## config.mk

```make
export PLATFORM = sky130hd
export DESIGN_NAME = tmr_chan_unit
export DESIGN_NICKNAME = d
export VERILOG_FILES = /design/src/rtl/tmr_chan_pkg.sv /design/src/rtl/tmr_chan_capsync.sv /design/src/rtl/tmr_chan_match.sv /design/src/rtl/tmr_chan_flag.sv /design/src/rtl/tmr_chan_unit.sv
export SDC_FILE = /design/constraint.sdc
export NUM_CORES = 1
export LEC_CHECK = 0
export ABC_AREA = 1
export BUFFER_PORTS_ARGS = -buffer_cell sky130_fd_sc_hd__buf_2
export CORE_MARGIN = 2
export CORE_UTILIZATION = 30
export DETAILED_ROUTE_END_ITERATION = 12
export SYNTH_ARGS = -nofsm -noshare
export SYNTH_HDL_FRONTEND = slang
export SYNTH_SLANG_ARGS = --single-unit
```

## constraint.sdc

```tcl
create_clock -name clk -period 3.95 [get_ports clk]
set_clock_uncertainty 0.1 [all_clocks]
set_input_delay 0.79 -clock clk [delete_from_list [all_inputs] [get_ports clk]]
set_output_delay 0.79 -clock clk [all_outputs]
set_load 0.05 [all_outputs]
```

## src/rtl/tmr_chan_pkg.sv

```systemverilog
package tmr_chan_pkg;

  typedef enum logic [1:0] {
    MODE_CAPTURE = 2'b00,
    MODE_COMPARE = 2'b01,
    MODE_PWM     = 2'b10,
    MODE_PULSE   = 2'b11
  } chan_mode_e;

  typedef enum logic [3:0] {
    K_OFF, K_CAP_RISE, K_CAP_FALL, K_CAP_BOTH,
    K_CMP_TOGGLE, K_CMP_CLEAR, K_CMP_SET, K_CMP_QUIET,
    K_PWM_HIGH, K_PWM_LOW, K_PWM_MUTE,
    K_PULSE_HIGH, K_PULSE_LOW
  } chan_kind_e;

  function automatic chan_kind_e decode_kind(input logic [1:0] mode, input logic [1:0] sel);
    chan_kind_e k;
    k = K_OFF;
    if (sel != 2'b00) begin
      case (chan_mode_e'(mode))
        MODE_CAPTURE: k = (sel == 2'b01) ? K_CAP_RISE   : (sel == 2'b10) ? K_CAP_FALL   : K_CAP_BOTH;
        MODE_COMPARE: k = (sel == 2'b01) ? K_CMP_TOGGLE : (sel == 2'b10) ? K_CMP_CLEAR  : K_CMP_SET;
        MODE_PWM:     k = (sel == 2'b01) ? K_PWM_HIGH   : (sel == 2'b10) ? K_PWM_LOW    : K_PWM_MUTE;
        default:      k = (sel == 2'b01) ? K_PULSE_HIGH : (sel == 2'b10) ? K_PULSE_LOW  : K_CMP_QUIET;
      endcase
    end
    return k;
  endfunction

  function automatic logic kind_matches(input chan_kind_e k);
    return k inside {K_CMP_TOGGLE, K_CMP_CLEAR, K_CMP_SET, K_CMP_QUIET,
                     K_PWM_HIGH, K_PWM_LOW, K_PWM_MUTE, K_PULSE_HIGH, K_PULSE_LOW};
  endfunction

  function automatic logic kind_is_pwm(input chan_kind_e k);
    return k inside {K_PWM_HIGH, K_PWM_LOW, K_PWM_MUTE};
  endfunction

endpackage

```

## src/rtl/tmr_chan_capsync.sv

```systemverilog
module tmr_chan_capsync #(
  parameter int STAGES = 2
) (
  input  logic clk,
  input  logic rst,
  input  logic pin_i,
  input  logic arm_rise,
  input  logic arm_fall,
  output logic evt_o
);
  localparam int TOP = STAGES - 1;

  logic [TOP:0] sync_q;
  logic         prev_q;

  generate
    if (STAGES > 1) begin : g_chain
      always_ff @(posedge clk) begin
        if (rst) sync_q <= '0;
        else     sync_q <= {sync_q[TOP-1:0], pin_i};
      end
    end else begin : g_single
      always_ff @(posedge clk) begin
        if (rst) sync_q <= '0;
        else     sync_q <= pin_i;
      end
    end
  endgenerate

  always_ff @(posedge clk) begin
    if (rst) prev_q <= 1'b0;
    else     prev_q <= sync_q[TOP];
  end

  always_comb begin
    evt_o = (arm_rise & sync_q[TOP] & ~prev_q) | (arm_fall & ~sync_q[TOP] & prev_q);
  end
endmodule

```

## src/rtl/tmr_chan_match.sv

```systemverilog
module tmr_chan_match
  import tmr_chan_pkg::*;
#(
  parameter int CNT_W = 16
) (
  input  logic             cnt_tick,
  input  logic [CNT_W-1:0] cnt_val,
  input  logic             cnt_down,
  input  logic             align_center,
  input  logic [CNT_W-1:0] ref_val,
  input  chan_kind_e       kind,
  output logic             hit_o,
  output logic             below_o,
  output logic             match_evt_o
);
  logic center_down;

  always_comb begin
    hit_o       = cnt_tick & (cnt_val == ref_val);
    below_o     = cnt_val < ref_val;
    center_down = kind_is_pwm(kind) & align_center & cnt_down;
    match_evt_o = hit_o & kind_matches(kind) & ~center_down;
  end
endmodule

```

## src/rtl/tmr_chan_flag.sv

```systemverilog
module tmr_chan_flag (
  input  logic clk,
  input  logic rst,
  input  logic set_i,
  input  logic clr_i,
  output logic flag_o
);
  always_ff @(posedge clk) begin
    if (rst)        flag_o <= 1'b0;
    else if (set_i) flag_o <= 1'b1;
    else if (clr_i) flag_o <= 1'b0;
  end

  assert_set_wins_R10: assert property (@(posedge clk) disable iff (rst)
    set_i |=> flag_o);
  assert_clear_R10: assert property (@(posedge clk) disable iff (rst)
    (clr_i && !set_i) |=> !flag_o);
endmodule

```

## src/rtl/tmr_chan_unit.sv

```systemverilog
module tmr_chan_unit
  import tmr_chan_pkg::*;
#(
  parameter int CNT_W       = 16,
  parameter int SYNC_STAGES = 2
) (
  input  logic             clk,
  input  logic             rst,
  input  logic             cnt_tick,
  input  logic [CNT_W-1:0] cnt_val,
  input  logic             cnt_down,
  input  logic             cnt_wrap,
  input  logic             align_center,
  input  logic [1:0]       cfg_mode,
  input  logic [1:0]       cfg_sel,
  input  logic             val_wr,
  input  logic [CNT_W-1:0] val_wdata,
  input  logic             flag_clr,
  input  logic             cap_pin,
  output logic             pin_out,
  output logic [CNT_W-1:0] chan_val,
  output logic             chan_flag
);
  chan_kind_e kind;
  logic       hit, below, match_evt, cap_evt, pwm_inv;

  always_comb begin
    kind    = decode_kind(cfg_mode, cfg_sel);
    pwm_inv = (kind == K_PWM_LOW);
  end

  tmr_chan_capsync #(.STAGES(SYNC_STAGES)) u_capsync (
    .clk      (clk),
    .rst      (rst),
    .pin_i    (cap_pin),
    .arm_rise (kind == K_CAP_RISE || kind == K_CAP_BOTH),
    .arm_fall (kind == K_CAP_FALL || kind == K_CAP_BOTH),
    .evt_o    (cap_evt)
  );

  tmr_chan_match #(.CNT_W(CNT_W)) u_match (
    .cnt_tick     (cnt_tick),
    .cnt_val      (cnt_val),
    .cnt_down     (cnt_down),
    .align_center (align_center),
    .ref_val      (chan_val),
    .kind         (kind),
    .hit_o        (hit),
    .below_o      (below),
    .match_evt_o  (match_evt)
  );

  tmr_chan_flag u_flag (
    .clk    (clk),
    .rst    (rst),
    .set_i  (match_evt | cap_evt),
    .clr_i  (flag_clr),
    .flag_o (chan_flag)
  );

  // channel value: capture beats a software write
  always_ff @(posedge clk) begin
    if (rst)          chan_val <= '0;
    else if (cap_evt) chan_val <= cnt_val;
    else if (val_wr)  chan_val <= val_wdata;
  end

  always_ff @(posedge clk) begin
    if (rst) begin
      pin_out <= 1'b0;
    end else begin
      case (kind)
        K_CMP_TOGGLE: if (hit) pin_out <= ~pin_out;
        K_CMP_CLEAR:  if (hit) pin_out <= 1'b0;
        K_CMP_SET:    if (hit) pin_out <= 1'b1;
        K_CMP_QUIET:  pin_out <= pin_out;
        K_PWM_HIGH, K_PWM_LOW: begin
          if (cnt_tick) begin
            if (align_center)  pin_out <= below ^ pwm_inv;
            else if (hit)      pin_out <= pwm_inv;
            else if (cnt_wrap) pin_out <= ~pwm_inv;
          end
        end
        K_PULSE_HIGH: if (cnt_tick) pin_out <= hit;
        K_PULSE_LOW:  if (cnt_tick) pin_out <= ~hit;
        default:      pin_out <= 1'b0;
      endcase
    end
  end

  assert_off_low_R1: assert property (@(posedge clk) disable iff (rst)
    (kind == K_OFF) |=> !pin_out);
  assert_zero_duty_R2: assert property (@(posedge clk) disable iff (rst)
    (kind == K_PWM_HIGH && !align_center && hit) |=> !pin_out);
  assert_pulse_return_R6: assert property (@(posedge clk) disable iff (rst)
    (kind == K_PULSE_HIGH && cnt_tick && !hit) |=> !pin_out);
  assert_capture_latch_R7: assert property (@(posedge clk) disable iff (rst)
    cap_evt |=> (chan_val == $past(cnt_val)));
endmodule

```

# == After elaboration in Yosys (flattened, before gate mapping) ==
# Cells that the tools add are included.
# word_totals
wordCells,83
out_inout_bits,18
reg_bits,21
input_bits,45
# op_classes
n_lt_le_gt_ge,1
reduce_logical,10
n_mux,24
n_eq_ne,24
n_bitwise,19
# ops
cell,n
two-way mux 16 bit,2
equality test 4 bit (second input constant),5
equality test 16 bit,1
equality test 4 x 3 -> 1 bit (second input constant),4
less-than comparator 16 bit,1
two-way mux 1 bit,12
two-way mux 4 bit,3
inequality test 2 bit (second input constant),6
case mux 4 bit (3 select lines),1
two-way mux 2 bit,5
AND 1 bit,9
nonzero test 9 bit,1
equality test 4 x 2 -> 1 bit (second input constant),2
AND reduction 8 bit,1
inverter 1 bit,7
case mux 1 bit (7 select lines),1
nonzero test 2 bit,3
equality test 2 x 1 -> 1 bit (second input constant),2
equality test 2 bit (second input constant),2
equality test 4 x 1 -> 1 bit (second input constant),1
inequality test 4 bit (second input constant),1
nonzero test 3 bit,1
logical NOT 2 bit,1
logical OR 1 bit,2
other kinds (3),4

# == Longest topological paths before layout ==
# depth
ltp_word,13
depth_mapped,18
mapped_depth_nobuf,18

# == By module ==
# Synthesis repeated with hierarchy kept, for this count alone.
# unflattened
cells_unflattened,313
area_unflattened_um2,1855.5
# modules_own_cells
mod,instances,seq_area_each_um2,cells_per_inst,area_per_inst_um2
tmr_chan_unit,1,340.3,211,1231.2
tmr_chan_match,1,0.0,84,484.2
tmr_chan_capsync,1,60.1,13,100.1
tmr_chan_flag,1,20.0,5,40.0

# == Worst setup path after synthesis ==
# No wires, ideal clock.
# synth_timing
path_kind,input to register
start,input cfg_sel[0]
end,register pin_out
n_path_buf,0
setup_ns,0.073
setup_slack_ns,1.767
cell_stages,12
arrival_time_ns,2.011
required_ns,3.777
path_cell_list,inv_1 -> ha_1 -> o21ai_1 -> nor2_1 -> inv_2 -> nor2_2 -> nand3b_1 -> o21ai_1 -> inv_1 -> nand2_1 -> nand2_1 -> a21oi_1
# synth_via
elab_chain_cells,12
elab_cells_between_ends,38
classes_between,17 x eq/ne; 15 x mux; 3 x bitwise; 3 x reduce/logical
# synth_rtl
element,line_no,source
start: declaration,tmr_chan_unit.sv:15,"input logic [1:0] cfg_sel,"
equality test 2 bit,-,
two-way mux 4 bit (tied with other cells) (2 in a row),tmr_chan_pkg.sv:25,default: k = (sel == 2'b01) ? K_PULSE_HIGH : (sel == 2'b10) ? K_PULSE_LOW : K_CMP_QUIET;
case mux 4 bit (3 select lines),tmr_chan_pkg.sv:21,case (chan_mode_e'(mode))
two-way mux 4 bit *,tmr_chan_pkg.sv:20,if (sel != 2'b00) begin
equality test 4 bit,"tmr_chan_unit.sv:29, tmr_chan_unit.sv:72",
inverter 1 bit,tmr_chan_unit.sv:81,else if (cnt_wrap) pin_out <= ~pwm_inv;
two-way mux 1 bit,tmr_chan_unit.sv:81,
two-way mux 1 bit,tmr_chan_unit.sv:80,else if (hit) pin_out <= pwm_inv;
two-way mux 1 bit,tmr_chan_unit.sv:79,if (align_center) pin_out <= below ^ pwm_inv;
two-way mux 1 bit,tmr_chan_unit.sv:78,if (cnt_tick) begin
case mux 1 bit (7 select lines),tmr_chan_unit.sv:72,case (kind)
end signal: assignment,tmr_chan_unit.sv:73,K_CMP_TOGGLE: if (hit) pin_out <= ~pin_out;
end signal: assignment,tmr_chan_unit.sv:79,
end signal: assignment,tmr_chan_unit.sv:80,
end: declaration,tmr_chan_unit.sv:20,"output logic pin_out,"
# Every way passes the cells marked *; elsewhere a longest branch is shown, timed or not. The select of a mux whose other input is x is not followed.
# A chain may end at the register's enable or synchronous reset.

# == Final worst setup path ==
# layout_timing
start,input cfg_sel[0]
end,register chan_val[11]
# layout_via
elab_chain_cells,11
elab_cells_between_ends,25
classes_between,5 x eq/ne; 11 x mux; 5 x bitwise; 4 x reduce/logical
# layout_rtl
element,line_no,source
equality test 2 bit,-,
two-way mux 4 bit (tied with other cells) (2 in a row),tmr_chan_pkg.sv:25,
case mux 4 bit (3 select lines),tmr_chan_pkg.sv:21,
two-way mux 4 bit *,tmr_chan_pkg.sv:20,
equality test 4 x 1 -> 1 bit (tied with other cells),tmr_chan_unit.sv:36,".arm_rise (kind == K_CAP_RISE || kind == K_CAP_BOTH),"
"logical OR 1 bit, on equally long branches","tmr_chan_unit.sv:36, tmr_chan_unit.sv:37",
AND 1 bit (2 in a row),tmr_chan_capsync.sv:36,evt_o = (arm_rise & sync_q[TOP] & ~prev_q) | (arm_fall & ~sync_q[TOP] & prev_q);
OR 1 bit *,tmr_chan_capsync.sv:36,
two-way mux 16 bit or nonzero test 2 bit (tied branches),-,
end signal: assignment,tmr_chan_unit.sv:64,else if (cap_evt) chan_val <= cnt_val;
end signal: assignment,tmr_chan_unit.sv:65,else if (val_wr) chan_val <= val_wdata;
end: declaration,tmr_chan_unit.sv:21,"output logic [CNT_W-1:0] chan_val,"
# Every way passes the cells marked *; elsewhere a longest branch is shown, timed or not.

==> flow_summary.yaml <==
clock_network:
  cts-htree-levels: 1
  clkTransAtPathRegs_ns: 0.08
  cts_tree: "done"
  cts-root-buf: "clkbuf_8"
  insertion_delay_ns: 0.26
  cts_resized: 0
  numCtsBuffers: 3
  clk_path_buf_depth: 2
  ctsHoldBuffers: 0
  clock_sinks: 21
  cts_setup_buffers: 0
sta:
  setup_tns_ns: 0
  rsz0062_at_grt: "no"
  worst_pin_slew_ns: 0.536
  post-route-min-period_ns: 2.58
  slew_headroom_pct: 64.2
  max_freq_mhz: 388
  min_period_over_period_pct: 65.2
  drv_slew: 0
  final_hold_viol_count: 0
  finalSetupViolations: 0
routing:
  drc_errors: 0
  viasPerCell: 4.44
  dr.pass1.iters: 4
  wl_um: 3830
  drtAntennaViolNets: 0
  post_drt_wl_per_cell_um: 10.0
  via_count: 1699
  drtIter0Drc: 57
power_and_ir_drop:
  max-vdd-ir-drop_mv: 0.0961
  p_leak_nw: 1.11
  power.density_nw_per_um2: 285
synth:
  synth_fp_nets: 315
  yosysSeqAreaShare_pct: 25.1
  synth_area_per_cell_um2: 6.67
  syn_area_um2: 1680
  yosys.area.top_type_share_pct: 25.1
  synth_area_leaders: "dfxtp_1, ha_1, nand2_1"
  synth_seq_cells: 21
  yosys.area.top_type: "dfxtp_1"
  ys_warn_count: 0
  synth_cell_types: 30
  synth_cells: 251
floorplanning:
  die_area_um2: 6200
  rows: 27
  die_w_um: 78.7
  core_um2: 5440
  start_util_pct: 30.8
  ios: 63
  die_h_um: 78.7
grt:
  antenna_found_initial: 0
  grt_max_degree: 32
  grt-ovfl-total: 0
  track_usage_pct: 12.5
  grt_first_pass_wirelength_um: 6280
  grt_pass1_vias: 1478
critical_path:
  cpMostUsedCell: "inv_2"
  endpoint: "chan_val[11]"
  critPathMaxFanout: 18
  crit_family: "buffers and inverters"
  crit_cells: 12
  cp-startpoint: "cfg_sel[0]"
  startpoint_type: "input port"
  reg2reg_to: "pin_out"
  crit_arrival_ns: 2.63
  crit_required_ns: 4.01
  cpMaxStageDelayCell: "nand4_2"
  path_cells: "buf_2, inv_1, ha_1, inv_2, nand2_1, inv_2, nand3_4, o21ai_2, nand4_2, buf_4, o21ai_0, a21oi_1"
  reg2reg_from: "chan_val[13]"
  critical_path_buf_inv_count: 5
  end_kind: "flop"
  rr_worst_depth: 12
  r2r_slack_ns: 1.98
  critPathMaxStageDelay_ns: 0.43
  crit_type: "in2reg"
layout:
  final_nets: 376
  area_delta_synth_final_pct: 24.9
  final_layout_size_suffix_gt1_share_pct: 28.0
  fillers: 580
  fin_util_pct: 38.5
  layout_commonest_cell: "buf_2"
  final_cells: 383
  n_antenna_cell: 0
  mostFrequentLayoutCells: "buf_2, nand2_1, inv_1, nor2_1, a21oi_1"
min_path:
  hp-class: "reg2reg"
place:
  hpwl_um: 3200
  place_congestion: 0.761
  io_buffers: 62
  dp_cells: 379
outcome:
  status: "completed"
job:
  max_cap_violations: 0
==> sequential cells by signal, indices dropped and copies added (netlist names) <==
| name | count |
|---|---|
| u_capsync.prev_q | 1 |
| u_flag.flag_o | 1 |
| u_capsync.sync_q | 2 |
| chan_val | 16 |
| pin_out | 1 |
==> worst min path at each step <==
stage	startpoint	end	slack (ns)	cells after the start
after detailed placement	u_capsync.sync_q[0]	u_capsync.sync_q[1]	0.30	2
after CTS	u_capsync.sync_q[0]	u_capsync.sync_q[1]	0.31	2
after global placement	u_capsync.sync_q[0]	u_capsync.sync_q[1]	0.29	2
after floorplan	u_capsync.sync_q[0]	u_capsync.sync_q[1]	0.29	2
after global routing	u_capsync.sync_q[0]	u_capsync.sync_q[1]	0.32	2
final	u_capsync.sync_q[0]	u_capsync.sync_q[1]	0.31	2
==> through the flow <==
stage / area [um2] / hold WS [ns] / worst slack [ns] / total power [W]
6_report: 2090 / 0.310 / 1.37 / 0.000596
5_1_grt: 2090 / 0.323 / 1.12 / 0.000644
4_1_cts: 2090 / 0.314 / 1.35 / 0.000607
3_5_place_dp: 2050 / 0.301 / 1.06 / 0.000456
3_3_place_gp: 2050 / 0.295 / 1.12 / 0.000453
2_1_floorplan: 1680 / 0.288 / 1.77 / 0.000396
==> routing by layer <==
metal	up-vias	part of all wire, %	track usage, %	routed length (um)
met1	722	48	15.9	1830
met3	2	6.2	2.50	237
met4	0	0.55	3.51	21
met2	44	46	21.4	1740
li1	931	-	-	-
met5	-	0	0	0
==> cell families after synthesis <==
| kind of cell | count (synthesis) | synth area share [%] |
|---|---|---|
| buf+inv | 51 | 12.0 |
| flops | 21 | 25.1 |
| compound gates | 58 | 21.4 |
| fa+ha+maj | 19 | 14.2 |
| mux | 1 | 0.597 |
| simple gates | 101 | 26.7 |
==> cell usage after synthesis (all sizes together) <==
| library cell | number |
|---|---|
| nand2 | 47 |
| inv | 44 |
| nor2 | 39 |
| a21oi | 32 |
| dfxtp | 21 |
| ha | 19 |
| o21ai | 14 |
| nand3 | 10 |
| a211oi | 6 |
| buf | 6 |
| nand4 | 3 |
| o21bai | 2 |
| a21o | 1 |
| a31o | 1 |
| a31oi | 1 |
| clkbuf | 1 |
| mux2i | 1 |
| nand3b | 1 |
| nor3b | 1 |
| o211ai | 1 |
==> worst min-delay path, delay by kind of cell, from the launching register on <==
family,cells,cell delay [ns]
buffers and inverters,1,0.04
DFF,1,0.30
and+or+nand+nor,1,0.03
==> layout make-up <==
type                    count  area, um2  share of cell area (%)
well taps                  72       90.1                    4.30
flip-flops and latches     21        420                    20.1
multi-input cells         179       1050                    50.3
inverters                  44        165                    7.89
clock buffers               3       41.3                    1.97
clock inverters             1       5.00                   0.239
repair buffers             63        318                    15.2
==> where the power goes <==
| group | switching [W] | internal [W] | total, W |
|---|---|---|---|
| Combinational | 0.000141 | 0.0000753 | 0.000216 |
| Clock | 0.0000760 | 0.0000704 | 0.000146 |
| Sequential | 0.00000721 | 0.000226 | 0.000233 |
Note: power is estimated with default switching activity, not from simulation.
